===== src/rtl/sfs_pkg.sv =====
package sfs_pkg;
  localparam int SEL_W      = 5;
  localparam int CTL_W      = 8;
  localparam int SRC_BIT    = 3;
  localparam int SPREAD_BIT = 1;
  localparam int TRI_BIT    = 0;
  localparam int SWHI_BIT   = 2;

  typedef struct packed {
    logic             sw_src;
    logic             spread;
    logic             tri_all;
    logic [SEL_W-1:0] sw_code;
  } ctl_t;

  // Field extraction of the control byte; code bit 4 comes from byte bit 2.
  function automatic ctl_t decode_ctl(input logic [CTL_W-1:0] b);
    ctl_t c;
    c.sw_src  = b[SRC_BIT];
    c.spread  = b[SPREAD_BIT];
    c.tri_all = b[TRI_BIT];
    c.sw_code = {b[SWHI_BIT], b[7:4]};
    return c;
  endfunction
endpackage


===== src/rtl/sfs_strap_latch.sv =====
module sfs_strap_latch #(
  parameter int SEL_W    = 5,
  parameter int OE_DELAY = 1
) (
  input  logic             clk,
  input  logic             por_n,
  input  logic [SEL_W-1:0] pins_i,
  output logic [SEL_W-1:0] strap_o,
  output logic             closed_o,
  output logic             oe_seq_o
);
  localparam int CNT_W = (OE_DELAY < 2) ? 1 : $clog2(OE_DELAY + 1);
  localparam logic [CNT_W-1:0] CNT_LAST = CNT_W'(OE_DELAY - 1);

  logic [SEL_W-1:0] strap_q;
  logic             closed_q;
  logic             oe_q;
  logic [CNT_W-1:0] wait_cnt;
  logic             latch_close;

  // Transparent while reset is held, frozen afterwards.
  always_ff @(posedge clk) begin
    if (!por_n) strap_q <= pins_i;
  end

  always_ff @(posedge clk or negedge por_n) begin
    if (!por_n) begin
      closed_q <= 1'b0;
      oe_q     <= 1'b0;
      wait_cnt <= '0;
    end else begin
      closed_q <= 1'b1;
      if (closed_q && !oe_q) begin
        if (wait_cnt == CNT_LAST) oe_q <= 1'b1;
        else                      wait_cnt <= wait_cnt + 1'b1;
      end
    end
  end

  assign latch_close = por_n && !closed_q;
  assign strap_o     = strap_q;
  assign closed_o    = closed_q;
  assign oe_seq_o    = oe_q;

  // once closed the strap never moves
  p_strap_frozen_r2: assert property (@(posedge clk) disable iff (!por_n)
    closed_q |=> $stable(strap_q));
  // drivers come on only after the latch has closed
  p_oe_after_close_r3: assert property (@(posedge clk) disable iff (!por_n)
    oe_q |-> closed_q);
  // the closing cycle itself never has drivers on
  p_no_oe_at_close_r3: assert property (@(posedge clk) disable iff (!por_n)
    latch_close |-> !oe_q);
endmodule


===== src/rtl/sfs_ctl_regs.sv =====
module sfs_ctl_regs #(
  parameter int CTL_W = 8
) (
  input  logic             clk,
  input  logic             por_n,
  input  logic             wr_i,
  input  logic [CTL_W-1:0] wdata_i,
  input  logic             commit_i,
  output logic [CTL_W-1:0] live_o
);
  logic [CTL_W-1:0] shadow_q;
  logic [CTL_W-1:0] live_q;

  always_ff @(posedge clk or negedge por_n) begin
    if (!por_n) begin
      shadow_q <= '0;
      live_q   <= '0;
    end else begin
      if (wr_i)     shadow_q <= wdata_i;
      if (commit_i) live_q   <= shadow_q;
    end
  end

  assign live_o = live_q;

  // without a commit the live byte holds
  p_live_hold_r4: assert property (@(posedge clk) disable iff (!por_n)
    !commit_i |=> $stable(live_q));
  // a commit takes the shadow as it stood before the edge
  p_commit_copy_r5: assert property (@(posedge clk) disable iff (!por_n)
    commit_i |=> (live_q == $past(shadow_q)));
endmodule


===== src/rtl/sfs_freq_select.sv =====
module sfs_freq_select
  import sfs_pkg::*;
(
  input  logic             clk,
  input  logic             por_n,
  input  logic [CTL_W-1:0] live_i,
  input  logic [SEL_W-1:0] strap_i,
  input  logic             oe_seq_i,
  output logic [SEL_W-1:0] sel_o,
  output logic             spread_o,
  output logic             tri_o,
  output logic             oe_o
);
  ctl_t ctl;

  always_comb begin
    ctl      = decode_ctl(live_i);
    sel_o    = ctl.sw_src ? ctl.sw_code : strap_i;
    spread_o = ctl.spread;
    tri_o    = ctl.tri_all;
    oe_o     = oe_seq_i && !ctl.tri_all;
  end

  // a floated block never drives its pins
  p_tri_blocks_oe_r7: assert property (@(posedge clk) disable iff (!por_n)
    tri_o |-> !oe_o);
endmodule


===== src/rtl/strap_freq_sel.sv =====
module strap_freq_sel
  import sfs_pkg::*;
#(
  parameter int OE_DELAY = 1
) (
  input  logic             clk,
  input  logic             por_n,
  input  logic [4:0]       strap_pin_i,
  input  logic             ctl_wr_i,
  input  logic [7:0]       ctl_wdata_i,
  input  logic             ctl_commit_i,
  output logic [4:0]       sel_code_o,
  output logic             spread_en_o,
  output logic             tristate_o,
  output logic             pin_oe_o,
  output logic [4:0]       strap_rb_o
);
  logic [SEL_W-1:0] strap_w;
  logic             closed_w;
  logic             oe_seq_w;
  logic [CTL_W-1:0] live_w;

  sfs_strap_latch #(.SEL_W(SEL_W), .OE_DELAY(OE_DELAY)) u_latch (
    .clk      (clk),
    .por_n    (por_n),
    .pins_i   (strap_pin_i),
    .strap_o  (strap_w),
    .closed_o (closed_w),
    .oe_seq_o (oe_seq_w)
  );

  sfs_ctl_regs #(.CTL_W(CTL_W)) u_ctl (
    .clk      (clk),
    .por_n    (por_n),
    .wr_i     (ctl_wr_i),
    .wdata_i  (ctl_wdata_i),
    .commit_i (ctl_commit_i),
    .live_o   (live_w)
  );

  sfs_freq_select u_sel (
    .clk      (clk),
    .por_n    (por_n),
    .live_i   (live_w),
    .strap_i  (strap_w),
    .oe_seq_i (oe_seq_w),
    .sel_o    (sel_code_o),
    .spread_o (spread_en_o),
    .tri_o    (tristate_o),
    .oe_o     (pin_oe_o)
  );

  assign strap_rb_o = strap_w;

  // readback follows the frozen strap, not the live pins
  p_rb_frozen_r9: assert property (@(posedge clk) disable iff (!por_n)
    closed_w |=> $stable(strap_rb_o));
  // pins are never driven before the strap freezes
  p_oe_needs_freeze_r3: assert property (@(posedge clk) disable iff (!por_n)
    pin_oe_o |-> closed_w);
endmodule


===== config.mk =====
export PLATFORM = sky130hd
export DESIGN_NAME = strap_freq_sel
export DESIGN_NICKNAME = d
export VERILOG_FILES = /design/src/rtl/sfs_pkg.sv /design/src/rtl/sfs_strap_latch.sv /design/src/rtl/sfs_ctl_regs.sv /design/src/rtl/sfs_freq_select.sv /design/src/rtl/strap_freq_sel.sv
export SDC_FILE = /design/constraint.sdc
export NUM_CORES = 1
export LEC_CHECK = 0
export BUFFER_PORTS_ARGS = -buffer_cell sky130_fd_sc_hd__buf_4
export CELL_PAD_IN_SITES_DETAIL_PLACEMENT = 0
export CELL_PAD_IN_SITES_GLOBAL_PLACEMENT = 1
export CORE_MARGIN = 3
export CORE_UTILIZATION = 36
export DETAILED_ROUTE_END_ITERATION = 12
export PLACE_DENSITY = 0.82
export SLEW_MARGIN = 5
export SYNTH_ARGS = -nofsm -noshare
export SYNTH_HDL_FRONTEND = slang
export SYNTH_SLANG_ARGS = --single-unit

===== constraint.sdc =====
create_clock -name clk -period 0.9 [get_ports clk]
set_input_delay 0.135 -clock clk [delete_from_list [all_inputs] [get_ports clk]]
set_output_delay 0.135 -clock clk [all_outputs]
set_load 0.03 [all_outputs]

Yosys cells after proc, flatten, opt, wreduce, memory -nomap -nowiden

Index checks and enable logic that the tools add are counted.

Bitwise operators: 1
Add/sub/neg operators: 1
Muxes and demuxes: 2
Reductions and logical operators: 5

Operators with widths:

| operator              | number |
|---|---|
| $mux W5               | 1 |
| $logic_and A1 B1 Y1   | 2 |
| $logic_not A1 Y1      | 2 |
| $reduce_and A2 Y1     | 1 |
| $add A1 B1 Y1 const B | 1 |
| $mux W1               | 1 |
| $not A1 Y1            | 1 |

Bits of input ports: 17
Logic and storage cells: 15
Output and inout port bits: 13
Register bits after elaboration: 24

Longest topological paths before layout

Depth after elaboration: 3
Gate-level depth with buffers: 2
Depth with buffers taken out: 1

Modules after synthesis

From an unflattened synthesis, not the netlist that was laid out.

Cells, all modules: 52
Area, all modules: 954.7 µm²

By module, submodules not included:

| module          | cells each | times used | seq. area each (µm²) | area an instance (µm²) |
|---|---|---|---|---|
| sfs_ctl_regs    | 34         | 1          | 400.4                | 663.1 |
| sfs_strap_latch | 10         | 1          | 200.2                | 214.0 |
| sfs_freq_select | 8          | 1          | 0.0                  | 77.6 |

Worst setup path after synthesis

OpenSTA, ideal clock, no wires.

Kind: reg2out
Start point: register u_ctl.live_q[0], in the netlist u_ctl.live_o[0]
End point: output port pin_oe_o
Arrival time: 0.971 ns
Cell stages (with the launch flop): 2
Path buffers: 0
Required time: 0.765 ns
Path slack: -0.206 ns
Path through: dfrtp_1 nor2b_1

Cells in the longest elaborated chain, start to end: 2

RTL lines:

| item                   | RTL line              | source |
|---|---|---|
| start, declared        | sfs_ctl_regs.sv:12    | `logic [CTL_W-1:0] live_q;` |
| start signal, assigned | sfs_ctl_regs.sv:20    | `if (commit_i) live_q <= shadow_q;` |
| $logic_not A1 Y1       | sfs_freq_select.sv:21 | `oe_o = oe_seq_i && !ctl.tri_all;` |
| $logic_and A1 B1 Y1    | sfs_freq_select.sv:21 |  |
| end, declared          | strap_freq_sel.sv:15  | `output logic pin_oe_o,` |

Every way passes these cells.

Final worst setup path

Start point: register u_ctl.live_q[3], in the netlist u_ctl.live_o[3]
End point: output port sel_code_o[1]

Cells in the longest elaborated chain, start to end: 1

RTL lines:

| item          | RTL line              | source |
|---|---|---|
| $mux W5       | sfs_freq_select.sv:18 | `sel_o = ctl.sw_src ? ctl.sw_code : strap_i;` |
| end, declared | strap_freq_sel.sv:12  | `output logic [4:0] sel_code_o,` |

Every way passes these cells.

==> flow_summary.ini <==
[sta]
setup_viol = 15
fin_worst_skew_ns = 0.0009188
timing.final.crit_share_pct = 156.0
setup_ws_ns = -0.5038
rsz0062_at_grt = yes
fmax_ghz = 0.7124
min_period_ns = 1.404
final_hold_viol_count = 0
maxSlewViolCount = 0

[synthesis]
yosysWarnings = 0
mappedNetlistArea_sq_um = 969.7
yosys_register_bits = 23
ys_seq_area_share_pct = 61.94
syn_inst = 51
synthDistinctLibCells = 8
syn_avg_cell_area_sq_um = 19.01
syn-num-nets = 68

[worst_setup_path]
setup.worst_path.end = sel_code_o[1]
rrSetupSlack_ns = -0.12
cp_max_fo = 6
worstPathRequired_ns = 0.76
reg2reg_from = u_ctl.live_o[0]
path_class = register to primary output
r2r_end = u_ctl.live_o[0]
slowest_stage = dfrtp_2
slowest_delay_ns = 0.49
crit_start = u_ctl.live_o[3]
cp_cell_sequence = mux2_4 -> buf_6
cp-end-kind = primary output
crit_arrival_ns = 1.27
r2r_cells = 3
start_kind = register

[final_layout]
fin_nets = 115
fin_cells = 127
post-route-util_pct = 56.80
syn2layout_area_growth_pct = 47.74
fill_cells = 206
antenna_cells = 0
layout-drive-gt1-share_pct = 69.07

[cts]
cts_root_buf = clkbuf_4
cts_buffers = 3
cts_buffer_depth = 2
cts_tree = built
cts_max_level = 1
insertion_delay_ns = 0.30
cts_sinks = 23
path_clk_slew_ns = 0.12

[placed_design]
dp_slack_ns = -0.2583
place_hpwl_microns = 1266
port-buffer-count = 29
gp_congestion = 0.7291
dp_cells = 115

[min_path]
min_from = ctl_wdata_i[5]
min_delay_path_depth = 2
hp-class = input port to register

[die]
core_area_sq_mm = 0.002522
start_util_pct = 38.44
die_x_microns = 57.90
die_h_microns = 57.90
io_pins = 30
num_rows = 18
design.die.area_sq_mm = 0.003352

[power]
vdd_ir_drop_max_v = 0.0009778
powerDensity_mw_per_mm2 = 1775
leakage_nw = 0.6932

[run_status]
violations = negative setup slack
status = finished with violations

[global_route]
grt_max_degree = 19
grt_util_all_layers_pct = 11.46
antenna_found_initial = 0
grt_pass1_wl_microns = 2780
overflow = 0
grt_pass1_vias = 580

[routing]
avgRoutedWirePerCell_microns = 13.78
firstDrtPassIters = 2
drc = 0
drtIter0Drc = 2
vias = 571
drt_wl_total_microns = 1750
viasPerCell = 4.496
ant_nets = 0

[flow_run]
max-cap-violations = 0
==> where the power goes <==
part	switching, W	leakage [nW]	internal (W)
Combinational	0.000313	0.424	0.000496
Sequential	0.0000911	0.255	0.00118
Clock	0.000289	0.0150	0.000173
==> critical path: cells and delay by family, from the launching register on <==
kind                   cells  cell delay (ns)
buffers and inverters      1             0.14
muxes                      1             0.33
DFF                        1             0.49
==> routing by layer <==
metal / vias up / track usage [%] / part of all wire (%)
met1: 272 / 16.40 / 46
li1: 269 / - / -
met3: 5 / 2.004 / 6.4
met4: 0 / 6.954 / 2.4
met2: 25 / 16.13 / 45
met5: - / 0 / 0
==> through the flow <==
| step | instance area, sq um | setup TNS (ns) | hold slack, ns | power (W) |
|---|---|---|---|---|
| after floorplan | 973.4 | -0.6116 | -0.1606 | 0.001699 |
| after global placement | 1255 | -1.049 | 0.1105 | 0.001955 |
| after detailed placement | 1255 | -1.250 | 0.1143 | 0.001974 |
| after CTS | 1406 | -3.978 | 0.03580 | 0.002540 |
| after global routing | 1433 | -4.489 | 0.02833 | 0.002658 |
| final | 1433 | -3.914 | 0.04715 | 0.002542 |
==> Yosys cell counts, drive strengths merged <==
cell type	count	share of area, %
dfrtp	18	46
mux2	21	33
nor2b	1	0.65
conb	1	0.39
or2	1	0.65
edfxtp	5	15
buf	3	3.5
inv	1	0.39
==> cells by family (layout without fill, tap and decap cells) <==
group / count (synthesis) / count (layout) / synth area share (%)
DFF: 23 / 23 / 61.93
muxes: 21 / 21 / 32.52
buffers and inverters: 4 / 50 / 3.870
and+or+nand+nor: 2 / 2 / 1.291
other: 1 / 1 / 0.3867
==> area by class of cell <==
| type | instances | area, sq um | area share, % |
|---|---|---|---|
| inverters | 1 | 3.754 | 0.2620 |
| repair buffers | 45 | 427.9 | 29.87 |
| well taps | 30 | 37.54 | 2.620 |
| multi-input cells | 24 | 334.1 | 23.32 |
| flip-flops and latches | 23 | 603.1 | 42.10 |
| clock buffers | 4 | 26.28 | 1.834 |
==> flip-flops by register name, summed over array words and instances (netlist names) <==
register and cells:
u_latch.closed_o 1, u_ctl.shadow_q 8, u_ctl.live_o 8, u_latch.oe_seq_o 1
u_latch.strap_o 5
==> worst min-delay path by stage <==
stage / to / slack [ns]
6_report: u_ctl.shadow_q[5] / 0.05
4_1_cts: u_ctl.shadow_q[5] / 0.04
5_1_grt: u_ctl.shadow_q[5] / 0.03
2_1_floorplan: u_ctl.live_o[0] / -0.16
3_5_place_dp: u_ctl.live_o[7] / 0.11
3_3_place_gp: u_ctl.live_o[7] / 0.11
==> cells in the final DEF (no fill, tap or decap) <==
cell | synthesis | layout
mux2_4 | 21 | 21
buf_6 | 3 | 20
buf_4 | 0 | 19
dfrtp_1 | 18 | 16
dlygate4sd3_1 | 0 | 6
edfxtp_1 | 5 | 5
clkbuf_4 | 0 | 3
dfrtp_2 | 0 | 2
nor2b_2 | 0 | 1
inv_1 | 1 | 1
or2_2 | 1 | 1
clkbuf_1 | 0 | 1
conb_1 | 1 | 1
==> repair_timing <==
| item | CTS | global route |
|---|---|---|
| resized for setup | 16 | 6 |
| hold endpoints to repair | 23 | 0 |
| setup buffers | 4 | 4 |
| gates cloned | 0 | 0 |
| endpoints found under the setup margin | 15 | 19 |
| hold buffers | 6 | 0 |
No activity file was read; power rests on OpenSTA's default activity.
